<file path="src/rtl/chirp_seq_pkg.sv">
package chirp_seq_pkg;
   typedef enum logic [1:0] {
      ST_IDLE   = 2'd0,
      ST_CHIRP  = 2'd1,
      ST_LISTEN = 2'd2
   } seq_state_t;
endpackage

</file>
<file path="src/rtl/chirp_len_sel.sv">
module chirp_len_sel #(
   parameter int SHORT_LEN = 120,
   parameter int MED_LEN   = 600,
   parameter int LONG_LEN  = 3600,
   parameter int LEN_W     = 12
) (
   input  logic [1:0]       sel,
   output logic [LEN_W-1:0] len
);
   always_comb begin
      case (sel)
         2'b01:   len = LEN_W'(MED_LEN);
         2'b10:   len = LEN_W'(LONG_LEN);
         default: len = LEN_W'(SHORT_LEN);
      endcase
   end
endmodule

</file>
<file path="src/rtl/chirp_phase_fsm.sv">
module chirp_phase_fsm
   import chirp_seq_pkg::*;
#(
   parameter int LEN_W      = 12,
   parameter int LISTEN_LEN = 16,
   parameter int LST_W      = 5
) (
   input  logic             clk,
   input  logic             rst_n,
   input  logic             mix_en,
   input  logic             req,
   input  logic [LEN_W-1:0] sel_len,
   output seq_state_t       state,
   output logic [LEN_W-1:0] idx,
   output logic             last_smp
);
   logic [LEN_W-1:0] len_q;
   logic [LST_W-1:0] lcnt;

   assign last_smp = (state == ST_CHIRP) && (idx == len_q - LEN_W'(1));

   always_ff @(posedge clk) begin
      if (!rst_n || !mix_en) begin
         state <= ST_IDLE;
         idx   <= '0;
         lcnt  <= '0;
         if (!rst_n) len_q <= '0;
      end else begin
         case (state)
            ST_IDLE: if (req) begin
               state <= ST_CHIRP;
               idx   <= '0;
               len_q <= sel_len;
            end
            ST_CHIRP: if (last_smp) begin
               state <= ST_LISTEN;
               lcnt  <= '0;
            end else begin
               idx <= idx + LEN_W'(1);
            end
            ST_LISTEN: if (lcnt == LST_W'(LISTEN_LEN - 1)) begin
               state <= ST_IDLE;
            end else begin
               lcnt <= lcnt + LST_W'(1);
            end
            default: state <= ST_IDLE;
         endcase
      end
   end
endmodule

</file>
<file path="src/rtl/chirp_frame_cnt.sv">
module chirp_frame_cnt #(
   parameter int CNT_W = 6
) (
   input  logic             clk,
   input  logic             rst_n,
   input  logic             clr,
   input  logic             inc,
   output logic [CNT_W-1:0] cnt
);
   always_ff @(posedge clk) begin
      if (!rst_n || clr) cnt <= '0;
      else if (inc)      cnt <= cnt + CNT_W'(1);
   end
endmodule

</file>
<file path="src/rtl/chirp_seq_ctrl.sv">
module chirp_seq_ctrl
   import chirp_seq_pkg::*;
#(
   parameter int SHORT_LEN  = 120,
   parameter int MED_LEN    = 600,
   parameter int LONG_LEN   = 3600,
   parameter int LISTEN_LEN = 16,
   parameter int SMP_W      = 8,
   parameter int CNT_W      = 6,
   parameter int NUM_BF     = 4
) (
   input  logic              clk,
   input  logic              rst_n,
   input  logic              mix_en,
   input  logic              chirp_req,
   input  logic [1:0]        wave_sel,
   input  logic              frame_pulse,
   output logic [SMP_W-1:0]  sample,
   output logic              sample_vld,
   output logic              chirp_start,
   output logic              chirp_done,
   output logic              rf_sw,
   output logic              tx_mix_en,
   output logic              rx_mix_en,
   output logic [NUM_BF-1:0] bf_load_tx,
   output logic [NUM_BF-1:0] bf_load_rx,
   output logic [CNT_W-1:0]  chirp_cnt
);
   localparam int MAX_LEN = (LONG_LEN > MED_LEN) ?
                            ((LONG_LEN > SHORT_LEN) ? LONG_LEN : SHORT_LEN) :
                            ((MED_LEN > SHORT_LEN) ? MED_LEN : SHORT_LEN);
   localparam int LEN_W   = $clog2(MAX_LEN + 1);
   localparam int LST_W   = $clog2(LISTEN_LEN + 1);

   if (SHORT_LEN < 1 || MED_LEN < 1 || LONG_LEN < 1) begin : g_bad_len
      $error("chirp_seq_ctrl: every chirp length must be at least 1");
   end
   if (LISTEN_LEN < 1) begin : g_bad_listen
      $error("chirp_seq_ctrl: LISTEN_LEN must be at least 1");
   end
   if (SMP_W < 1 || CNT_W < 1 || NUM_BF < 1) begin : g_bad_width
      $error("chirp_seq_ctrl: widths and counts must be positive");
   end

   logic [LEN_W-1:0] sel_len;
   logic [LEN_W-1:0] idx;
   logic             last_smp;
   logic             active;
   logic [SMP_W-1:0] ramp;
   seq_state_t       state;

   chirp_len_sel #(
      .SHORT_LEN(SHORT_LEN), .MED_LEN(MED_LEN), .LONG_LEN(LONG_LEN), .LEN_W(LEN_W)
   ) u_len (
      .sel(wave_sel),
      .len(sel_len)
   );

   chirp_phase_fsm #(
      .LEN_W(LEN_W), .LISTEN_LEN(LISTEN_LEN), .LST_W(LST_W)
   ) u_fsm (
      .clk(clk),
      .rst_n(rst_n),
      .mix_en(mix_en),
      .req(chirp_req),
      .sel_len(sel_len),
      .state(state),
      .idx(idx),
      .last_smp(last_smp)
   );

   chirp_frame_cnt #(.CNT_W(CNT_W)) u_cnt (
      .clk(clk),
      .rst_n(rst_n),
      .clr(frame_pulse),
      .inc(chirp_done),
      .cnt(chirp_cnt)
   );

   if (SMP_W <= LEN_W) begin : g_ramp_slice
      assign ramp = idx[SMP_W-1:0];
   end else begin : g_ramp_pad
      assign ramp = {{(SMP_W - LEN_W){1'b0}}, idx};
   end

   assign active      = mix_en && (state == ST_CHIRP);
   assign sample_vld  = active;
   assign sample      = active ? ramp : '0;
   assign rf_sw       = active;
   assign tx_mix_en   = active;
   assign rx_mix_en   = mix_en && (state != ST_CHIRP);
   assign chirp_start = active && (idx == '0);
   assign chirp_done  = mix_en && last_smp;
   assign bf_load_tx  = '0;
   assign bf_load_rx  = '0;
endmodule

</file>
<file path="config.mk">
export PLATFORM = sky130hd
export DESIGN_NAME = chirp_seq_ctrl
export DESIGN_NICKNAME = d
export VERILOG_FILES = /design/src/rtl/chirp_seq_pkg.sv /design/src/rtl/chirp_len_sel.sv /design/src/rtl/chirp_phase_fsm.sv /design/src/rtl/chirp_frame_cnt.sv /design/src/rtl/chirp_seq_ctrl.sv
export SDC_FILE = /design/constraint.sdc
export NUM_CORES = 1
export LEC_CHECK = 0
export CORE_ASPECT_RATIO = 1.75
export CORE_MARGIN = 4
export CORE_UTILIZATION = 65
export DETAILED_ROUTE_END_ITERATION = 12
export DONT_BUFFER_PORTS = 1
export HOLD_SLACK_MARGIN = 0.05
export PLACE_DENSITY_LB_ADDON = 0.12
export SYNTH_ARGS = -nofsm -noshare
export SYNTH_HDL_FRONTEND = slang
export SYNTH_SLANG_ARGS = --single-unit
</file>
<file path="constraint.sdc">
create_clock -name clk -period 3.7 [get_ports clk]
set_input_delay 0.37 -clock clk [delete_from_list [all_inputs] [get_ports clk]]
set_output_delay 0.37 -clock clk [all_outputs]
set_load 0.02 [all_outputs]
</file>
==> impl_metrics.sql <==
INSERT INTO impl_metrics (metric_group, metric, value, unit) VALUES
('outcome', 'outcome', 'finished, final reports clean', ''),
('power', 'power.ir.vdd_worst', '361.7', 'uV'),
('routing', 'initial_drt_pass_iterations', '4', ''),
('clock_tree', 'clk_pin_slew_worst_paths', '70', 'ps'),
('sta', 'finalCriticalPeriod', '2779', 'ps'),
('power', 'power.switching', '0.1653', 'mW'),
('finish', 'finish.cell_count_without_fillers', '242', ''),
('power', 'power_switching_share', '23.88', '%'),
('global_routing', 'grt_first_pass_wirelength', '6872', 'um'),
('placed_design', 'preCtsSetupSlack', '963.2', 'ps'),
('worst_setup_path', 'critical_path_data_arrival_time', '2940', 'ps'),
('logic_synthesis', 'post_synth_edffs', '5', ''),
('routing', 'antenna_violating_nets_post_route', '0', ''),
('sta', 'rsz0062_at_grt', 'no', ''),
('clock_tree', 'cts.repair.resized', '0', ''),
('power', 'leakage', '0.7180', 'nW'),
('logic_synthesis', 'yosysWarnings', '0', ''),
('global_routing', 'grt_max_degree', '25', ''),
('power', 'combinationalPowerShare', '7.4', '%'),
('finish', 'layout.filler_cells', '235', ''),
('global_routing', 'grt.total_usage', '22.79', '%'),
('sta', 'drv_slew', '0', ''),
('logic_synthesis', 'synth_fa_ha_area_share', '5.380', '%'),
('routing', 'drc', '0', ''),
('logic_synthesis', 'synth.yosys.seq_area_share', '34.97', '%'),
('worst_setup_path', 'critical_path_peak_fanout', '24', ''),
('placed_design', 'place.gp.congestion', '0.9610', ''),
('finish', 'layout_commonest_cell', 'dfxtp_1', ''),
('clock_tree', 'ctsRootBufferMaster', 'clkbuf_8', ''),
('clock_tree', 'post-cts-setup-buffers', '0', ''),
('logic_synthesis', 'synthesis.area_per_instance', '8.574', 'sq um'),
('finish', 'flow.area_growth_from_synthesis', '1.076', '%'),
('clock_tree', 'tritoncts', 'yes', ''),
('global_routing', 'globalRouteOverflowTotal', '0', ''),
('worst_hold_path', 'min_path_type', 'in -> reg', ''),
('logic_synthesis', 'syn_area', '1861', 'sq um'),
('finish', 'drive_gt1_share', '8.372', '%'),
('sta', 'final.period_utilization', '75.10', '%'),
('job', 'maxCapViolations', '0', ''),
('routing', 'first_iter_violations', '39', ''),
('floorplan', 'floorplan.io_pins', '35', ''),
('power', 'internal-power', '0.5269', 'mW'),
('finish', 'antenna_cells', '0', ''),
('worst_setup_path', 'cp-end-kind', 'register', ''),
('clock_tree', 'clk_path_buf_depth', '2', ''),
('clock_tree', 'cts.hold.buffers_added', '0', ''),
('global_routing', 'number_of_global_route_vias_before_repair', '1562', ''),
('sta', 'setup_slack', '921.3', 'ps'),
('logic_synthesis', 'synthArstFlopShare', '0', '%'),
('sta', 'final.setup.tns', '0', 'ps'),
('logic_synthesis', 'ys_ff_latch', '30', ''),
('floorplan', 'floorplan.initialDensity', '68.37', '%'),
('clock_tree', 'clock_sink_count', '30', ''),
('placed_design', 'post-dp-hpwl', '3071', 'um'),
('routing', 'viasPerCell', '6.421', ''),
('floorplan', 'core_region_area', '2721', 'sq um'),
('placed_design', 'placedCellCount', '234', ''),
('placed_design', 'buffer_ports.inserted', '0', ''),
('logic_synthesis', 'post_synth_inst_count', '217', ''),
('worst_setup_path', 'worstSetupPathType', 'reg -> reg', ''),
('sta', 'worstMarginPinSlew', '754.9', 'ps'),
('floorplan', 'die_width', '48.44', 'um'),
('routing', 'detail_route.wl_per_cell', '16.71', 'um'),
('global_routing', 'antenna_found_initial', '0', ''),
('worst_setup_path', 'setup.worst_path.start_class', 'register', ''),
('clock_tree', 'htree_num_levels', '2', ''),
('logic_synthesis', 'synth.distinct_cells', '50', ''),
('clock_tree', 'tritoncts.num_buffers', '5', ''),
('power', 'pwr-share-clk', '43.0', '%'),
('power', 'total_power_divided_by_cell_area', '368.1', 'nW/um^2'),
('floorplan', 'die_area', '3816', 'sq um');
[state kept, by name (all words and copies together), names as in the netlist]
name	flops
u_fsm.lcnt	5
u_fsm.idx	12
u_fsm.state	2
u_cnt.cnt	6
u_fsm.len_q	5
[cell usage after synthesis, drive strengths merged, types with 4 or more instances]
master   n
dfxtp   25
nand2   20
and3    15
buf     15
nand3   14
a21oi   13
nor2    11
inv      9
o21ai    9
ha       8
nand4    7
or3      6
or4      6
edfxtp   5
o31ai    5
xnor2    5
xor2     4
[kinds of logic (layout without fill, tap and decap cells)]
logic type               count (synthesis)  after routing
AO/OA/AOI/OAI                           41             41
adder cells (fa/ha/maj)                  8              8
buffers and inverters                   27             18
AND/OR/NAND/NOR                         99             99
other                                    1              8
flip-flops                              30             30
multiplexers                             2              2
XOR/XNOR                                 9              9
[power groups by stage]
| stage | logic (mW) | registers [mW] | clock network, mW |
|---|---|---|---|
| floorplan | 0.0503 | 0.349 | 0 |
| global placement | 0.0477 | 0.349 | 0 |
| global route | 0.0571 | 0.344 | 0.316 |
| CTS | 0.0507 | 0.343 | 0.302 |
| detailed placement | 0.0504 | 0.350 | 0 |
| finish | 0.0515 | 0.343 | 0.298 |
[worst paths after layout]
| kind | from | end | cells past startpoint | slack [ps] |
|---|---|---|---|---|
| max | u_fsm.len_q[6] | u_fsm.idx[9] | 8 | 920 |
| min reg2reg | u_fsm.lcnt[0] | u_fsm.lcnt[0] | 1 | 480 |
| min | mix_en | u_fsm.len_q[10] | 1 | 310 |
| max reg2reg | u_fsm.len_q[6] | u_fsm.idx[9] | 8 | 920 |
[layer usage]
layer,global-route usage [%],vias to the layer above,wire [um]
li1,-,770,-
met1,21.46,731,1488
met2,41.10,43,2204
met3,7.880,10,246
met4,13.30,0,105
met5,0,-,0
[area by class of cell]
| type | count | area share, % |
|---|---|---|
| clock buffer | 8 | 5.389 |
| inverter | 9 | 1.796 |
| multi-input combinational | 167 | 56.02 |
| sequential | 30 | 34.60 |
| tap | 27 | 1.796 |
| timing repair buffer | 1 | 0.3992 |
[through the flow]
stage | power (mW) | util (%) | hold WS, ps
2_1_floorplan | 0.3988 | - | 440.2
3_3_place_gp | 0.3972 | 65.38 | 460.9
3_5_place_dp | 0.4004 | 65.38 | 462.6
4_1_cts | 0.6954 | 69.10 | 307.0
5_1_grt | 0.7166 | 69.10 | 302.6
6_report | 0.6921 | 69.10 | 311.2
[critical path: cells and delay by family, from the launching register on]
kind                       cells  cell delay (ps)
buffers and inverters          1              110
DFF                            1              460
adders and majority gates      1              230
AOI/OAI and AO/OA              2              380
and+or+nand+nor                4             1470
(Power assumes the default switching activity.)
